## src/rtl/evsel_pkg.sv

```systemverilog
package evsel_pkg;
  localparam int unsigned NUM_CLASSES = 6;

  // Bit positions of the one-hot class vector; lower index wins arbitration.
  localparam int unsigned IDX_FAULT     = 0;
  localparam int unsigned IDX_SWTRAP    = 1;
  localparam int unsigned IDX_DBG_TRAP  = 2;
  localparam int unsigned IDX_DBG_FAULT = 3;
  localparam int unsigned IDX_NMI       = 4;
  localparam int unsigned IDX_INTR      = 5;

  typedef logic [NUM_CLASSES-1:0] class_vec_t;
endpackage

```

## src/rtl/evsel_prio_pick.sv

```systemverilog
// Fixed-priority one-hot picker: index 0 has the highest priority.
module evsel_prio_pick #(
  parameter int unsigned N = 6
) (
  input  logic [N-1:0] req,
  output logic [N-1:0] grant,
  output logic         any
);
  // above[g] is high when some request of higher priority than g is present.
  logic [N-1:0] above;

  assign above[0] = 1'b0;

  genvar g;
  generate
    for (g = 1; g < N; g++) begin : g_chain
      assign above[g] = above[g-1] | req[g-1];
    end
    for (g = 0; g < N; g++) begin : g_grant
      assign grant[g] = req[g] & ~above[g];
    end
  endgenerate

  assign any = |req;
endmodule

```

## src/rtl/evsel_nmi_track.sv

```systemverilog
// NMI edge detection, pending latch and blocking state.
module evsel_nmi_track (
  input  logic clk,
  input  logic rst_n,
  input  logic nmi_req,
  input  logic taken,
  input  logic iret_seen,
  output logic eligible,
  output logic blocked
);
  logic nmi_q;
  logic pend_q;
  logic rise;

  assign rise = nmi_req & ~nmi_q;

  always_ff @(posedge clk or negedge rst_n) begin
    if (!rst_n) begin
      nmi_q   <= 1'b0;
      pend_q  <= 1'b0;
      blocked <= 1'b0;
    end else begin
      nmi_q <= nmi_req;

      // A fresh edge always sets the latch; selection consumes the old one.
      pend_q <= rise | (pend_q & ~taken);

      // Entry to the handler wins over a return seen in the same cycle.
      if (taken) begin
        blocked <= 1'b1;
      end else if (iret_seen) begin
        blocked <= 1'b0;
      end
    end
  end

  assign eligible = pend_q & ~blocked;
endmodule

```

## src/rtl/event_prio_select.sv

```systemverilog
module event_prio_select
  import evsel_pkg::*;
(
  input  logic                   clk,
  input  logic                   rst_n,
  input  logic                   at_boundary,
  input  logic                   fault_req,
  input  logic                   swtrap_req,
  input  logic                   dbg_trap_req,
  input  logic                   dbg_fault_req,
  input  logic                   nmi_req,
  input  logic                   intr_req,
  input  logic                   intr_enable,
  input  logic                   iret_seen,
  output logic                   sel_valid,
  output logic [NUM_CLASSES-1:0] sel_class,
  output logic                   nmi_blocked
);
  class_vec_t eligible;
  class_vec_t grant;
  logic       any_eligible;
  logic       nmi_ok;
  logic       nmi_taken;

  evsel_nmi_track i_nmi (
    .clk       (clk),
    .rst_n     (rst_n),
    .nmi_req   (nmi_req),
    .taken     (nmi_taken),
    .iret_seen (iret_seen),
    .eligible  (nmi_ok),
    .blocked   (nmi_blocked)
  );

  always_comb begin
    eligible                = '0;
    eligible[IDX_FAULT]     = fault_req;
    eligible[IDX_SWTRAP]    = swtrap_req;
    eligible[IDX_DBG_TRAP]  = dbg_trap_req;
    eligible[IDX_DBG_FAULT] = dbg_fault_req;
    eligible[IDX_NMI]       = nmi_ok;
    eligible[IDX_INTR]      = intr_req & intr_enable;
  end

  evsel_prio_pick #(.N(NUM_CLASSES)) i_pick (
    .req   (eligible),
    .grant (grant),
    .any   (any_eligible)
  );

  assign sel_valid = at_boundary & any_eligible;
  assign sel_class = sel_valid ? grant : '0;
  assign nmi_taken = sel_valid & grant[IDX_NMI];
endmodule

```

## config.mk

```make
export PLATFORM = sky130hd
export DESIGN_NAME = event_prio_select
export DESIGN_NICKNAME = d
export VERILOG_FILES = /design/src/rtl/evsel_pkg.sv /design/src/rtl/evsel_prio_pick.sv /design/src/rtl/evsel_nmi_track.sv /design/src/rtl/event_prio_select.sv
export SDC_FILE = /design/constraint.sdc
export NUM_CORES = 1
export LEC_CHECK = 0
export BUFFER_PORTS_ARGS = -buffer_cell sky130_fd_sc_hd__buf_2
export CAP_MARGIN = 20
export CORE_AREA = 3 3 40 42
export DETAILED_ROUTE_END_ITERATION = 12
export DIE_AREA = 0 0 43 45
export GPL_TIMING_DRIVEN = 1
export PLACE_DENSITY = 0.42
export RECOVER_POWER = 25
export SLEW_MARGIN = 20
export SYNTH_ARGS = -nofsm -noshare
export SYNTH_HDL_FRONTEND = slang
export SYNTH_SLANG_ARGS = --single-unit
export TNS_END_PERCENT = 30
```

## constraint.sdc

```tcl
create_clock -name clk -period 0.9 [get_ports clk]
set_clock_uncertainty 0.15 [all_clocks]
set_input_delay 0.045 -clock clk [delete_from_list [all_inputs] [get_ports clk]]
set_output_delay 0.045 -clock clk [all_outputs]
set_load 0.005 [all_outputs]
```

**Yosys cells after proc, flatten, opt, wreduce, memory -nomap -nowiden**

Index checks and enable logic that the tools add are counted.

- Muxes and demuxes: 3
- Bitwise logic cells: 24
- Reductions and logical operators: 2

Operators by type and width:

| operator | number |
|---|---|
| $and A1 B1 Y1 | 11 |
| $not A1 Y1 | 8 |
| $mux W6 | 1 |
| $reduce_or A6 Y1 | 1 |
| $or A1 B1 Y1 | 5 |
| $mux W1 | 2 |
| $reduce_bool A2 Y1 | 1 |

- Flip-flop bits (word level): 3
- Output and inout bits: 8

**Longest topological paths before layout**

- Word-level depth: 9
- Gate-level depth with buffers: 4
- Gate-level depth less buffers: 3

**Modules after synthesis**

Synthesis repeated with hierarchy kept, for this count alone.

- Cell total of the unflattened synthesis: 27
- Area, all modules: 231.5 um^2

Modules (own cells, without submodules):

| module | times used | cells an instance | area each (um^2) | seq. area each (um^2) |
|---|---|---|---|---|
| evsel_nmi_track | 1 | 9 | 110.1 | 75.1 |
| evsel_prio_pick | 1 | 9 | 62.6 | 0.0 |
| event_prio_select | 1 | 9 | 58.8 | 0.0 |

**Least setup slack after synthesis**

No wires, ideal clock.

- Path type: register to register
- From: register i_nmi.blocked
- To: register i_nmi.pend_q
- Setup time: 0.121 ns
- Data arrival time: 0.704 ns
- Data required time: 0.629 ns
- Slack: -0.075 ns
- Stages on the path, launching flop included: 4
- Period minus slack after synthesis: 0.975 ns
- Cell sequence: dfrtp_1 > inv_1 > nand3_1 > a22o_1

- Longest elaborated chain between the ends: 8
- Elaborated cells between the ends (all ways): 9
- Those cells by class: bitwise (8); reduce/logical (1)

Ends and longest elaborated chain:

| item | RTL line | source |
|---|---|---|
| start, declared | evsel_nmi_track.sv:9 | `output logic blocked` |
| start signal, assigned | evsel_nmi_track.sv:21 | `blocked <= 1'b0;` |
| start signal, assigned | evsel_nmi_track.sv:30 | `blocked <= 1'b1;` |
| start signal, assigned | evsel_nmi_track.sv:32 | `blocked <= 1'b0;` |
| $not A1 Y1 (*) | evsel_nmi_track.sv:37 | `assign eligible = pend_q & ~blocked;` |
| $and A1 B1 Y1 (*) | evsel_nmi_track.sv:37 |  |
| $reduce_or A6 Y1 | evsel_prio_pick.sv:24 | `assign any = \|req;` |
| $and A1 B1 Y1 | event_prio_select.sv:51 | `assign sel_valid = at_boundary & any_eligible;` |
| $and A1 B1 Y1 (*) | event_prio_select.sv:53 | `assign nmi_taken = sel_valid & grant[IDX_NMI];` |
| $not A1 Y1 (*) | evsel_nmi_track.sv:26 | `pend_q <= rise \| (pend_q & ~taken);` |
| $and A1 B1 Y1 (*) | evsel_nmi_track.sv:26 |  |
| $or A1 B1 Y1 (*) | evsel_nmi_track.sv:26 |  |
| end signal, assigned | evsel_nmi_track.sv:26 |  |
| end, declared | evsel_nmi_track.sv:12 | `logic pend_q;` |

Every way passes the cells marked *; elsewhere a longest branch is shown, timed or not.
A chain may end at the register's enable or synchronous reset.

**Worst setup path after layout**

- From: register i_nmi.blocked
- To: output port sel_valid

- Longest elaborated chain between the ends: 4

Ends and longest elaborated chain:

| item | RTL line | source |
|---|---|---|
| $not A1 Y1 | evsel_nmi_track.sv:37 |  |
| $and A1 B1 Y1 | evsel_nmi_track.sv:37 |  |
| $reduce_or A6 Y1 | evsel_prio_pick.sv:24 |  |
| $and A1 B1 Y1 | event_prio_select.sv:51 |  |
| end, declared | event_prio_select.sv:15 | `output logic sel_valid,` |

Every way passes these cells.

==> reports/metrics.yaml <==
p_per_area_nw_per_um2: 1140
hold_viol: 0
cts_buffers: 3
ir_drop_mv: 0.291
yosys-top-cells-count: "nand2_1 (5), dfrtp_1 (3), inv_1 (3)"
synth_cells: 23
numPortBuffers: 18
setup_ws_ps: -312
post-route-period-util_pct: 135
ys_ff_latch: 3
wire_per_inst_um: 9.57
dp_hpwl_um: 529
violations: "setup timing"
synth_area_leaders: "dfrtp_1 (37%), nor4_4 (11%), nand2_1 (9.3%), nor3b_2 (6.2%), inv_1 (5.6%)"
die_w_um: 43
path_cells: "inv_2 -> nand2_4 -> a31oi_1 -> buf_2"
ant_nets: 0
crit_type: "reg -> out"
drc: 0
syn_area_um2: 201
yosysMostFrequentCell: "nand2_1"
rsz0062_at_grt: "true"
vias_per_cell: 4.00
antenna_found_initial: 0
clkSinkCount: 3
cts.path.max_buffers: 2
dieArea_um2: 1940
placed_area_um2: 338
cp-end-kind: "output pin"
dp_slack_ps: -248
cts_max_level: 1
first_pass_iters: 2
seq_area_um2: 75.1
synth_top_area_share_pct: 37.3
drt_iter0_markers: 1
crit-reg2reg-launch: "i_nmi.blocked"
cts_tree: "done"
dp.cells: 59
grt-ovfl-total: 0
fin_setup_tns_ps: -1360
coreArea_um2: 1280
synth_cell_type_count: 15
first_global_vias: 248
dr_total_vias: 272
crit_required_ps: 700
slew_headroom_pct: 80.8
final_cells: 68
maxSlewViolCount: 0
die_y_um: 45
start_util_pct: 15.7
critPathSlowestCell: "dfrtp_1"
n_antenna_cell: 0
synth_nets: 34
layout_min_cycle_time_ps: 1210
yosys_warnings: 0
rows: 13
synth-edff-count: 0
finalNetCount: 65
crit_fanout: 4
fillerInstances: 138
leakagePower_uw: 0.000219
pin_count: 19
grt_max_degree: 7
routed_wirelength_um: 651
crit_start: "i_nmi.blocked"
drive_gt1_share_pct: 60.4
ff2ff_path_depth: 5
r2r-end: "i_nmi.pend_q"
outcome: "finished with violations"
synthFlopType: "dfrtp_1"
syn_to_final_growth_pct: 117
maxCapViolations: 0
seq_area_frac_synth_pct: 37.3
design_area_um2: 437
grt_pass1_wl_mm: 1.06
crit_arrival_ps: 1020
ctsHoldBuffers: 3
multi_input_area_um2: 135
rrSetupSlack_ps: -260
clk_latency_ps: 230
place.gp.congestion: 0.613
syn_avg_cell_area_um2: 8.76
setup_viol: 6
slowest_delay_ps: 370
root_buffer: "clkbuf_4"
groute.usage.overall_pct: 7.83
synth_top_area_cell: "dfrtp_1"
synth-async-reset-ratio_pct: 100
tightestPinTransition_ps: 286
hold_path_class: "in -> async"
critPathLaunchType: "flip-flop"
finish.utilization_pct: 34.0
clk_pin_slew_ps: 40
fmax_ghz: 0.825
[critical path: cells and delay by family (launching register included)]
| kind | cells | cell delay [ps] |
|---|---|---|
| AND/OR/NAND/NOR | 1 | 50 |
| AO/OA/AOI/OAI | 1 | 150 |
| buffers and inverters | 2 | 220 |
| flip-flops | 1 | 370 |
[worst max path at each step]
| stage | to | slack [ps] | cells past startpoint |
|---|---|---|---|
| 6_report | sel_valid | -310 | 4 |
| 3_5_place_dp | sel_class[5] | -250 | 5 |
| 5_1_grt | sel_valid | -370 | 4 |
| 4_1_cts | sel_valid | -330 | 4 |
| 2_1_floorplan | i_nmi.pend_q | -30 | 3 |
| 3_3_place_gp | sel_class[5] | -240 | 5 |
[cell usage in the layout, fill, tap and decap left out, drive strengths merged]
| cell type | instances |
|---|---|
| nand3 | 1 |
| o22ai | 1 |
| nor2 | 1 |
| and2 | 1 |
| dlygate4sd3 | 3 |
| nand2 | 5 |
| buf | 23 |
| clkbuf | 5 |
| nor3 | 1 |
| a31oi | 1 |
| dfrtp | 3 |
| nor3b | 2 |
| nor4 | 2 |
| inv | 3 |
| a22o | 1 |
[through the flow]
stage	power, uW	hold slack [ps]
floorplan	176	-401
global route	541	13.5
global placement	241	-307
CTS	501	-16.3
detailed placement	240	-304
finish	498	2.56
[layer usage]
layer / vias up / track usage, % / routed length (um)
li1: 140 / - / -
met3: 0 / 4.78 / 97
met4: 0 / 5.42 / 0
met1: 114 / 9.18 / 284
met2: 18 / 10.5 / 270
met5: - / 0 / 0
[report_power, final]
group | switching, uW | internal [uW]
clock | 66.4 | 166
sequential | 4.58 | 142
combinational | 53.3 | 65.2
[cell type report]
type                            count  area share [%]
Clock buffer                        4            6.02
Inverter                            3            2.58
Multi-Input combinational cell     16            30.9
Sequential cell                     3            17.2
Tap cell                           15            4.30
Timing Repair Buffer               27            39.0
[flip-flops by register name (all words and copies together) (netlist names)]
register       flops
i_nmi.blocked      1
i_nmi.nmi_q        1
i_nmi.pend_q       1
[kinds of logic after synthesis]
kind of cell,Yosys count,share of synthesized area (%)
and+or+nand+nor,13,42.9
AOI/OAI and AO/OA,3,10.6
buffers and inverters,4,9.32
DFF,3,37.3
[what timing repair did]
item                                   in CTS  in global routing
setup buffers                               1                  1
pin swaps                                   2                  2
endpoints found under the hold margin       6                  3
cloned                                      0                  0
gates resized for setup                     2                  5
setup endpoints to repair                   7                  7
No activity file was read; power rests on OpenSTA's default activity.
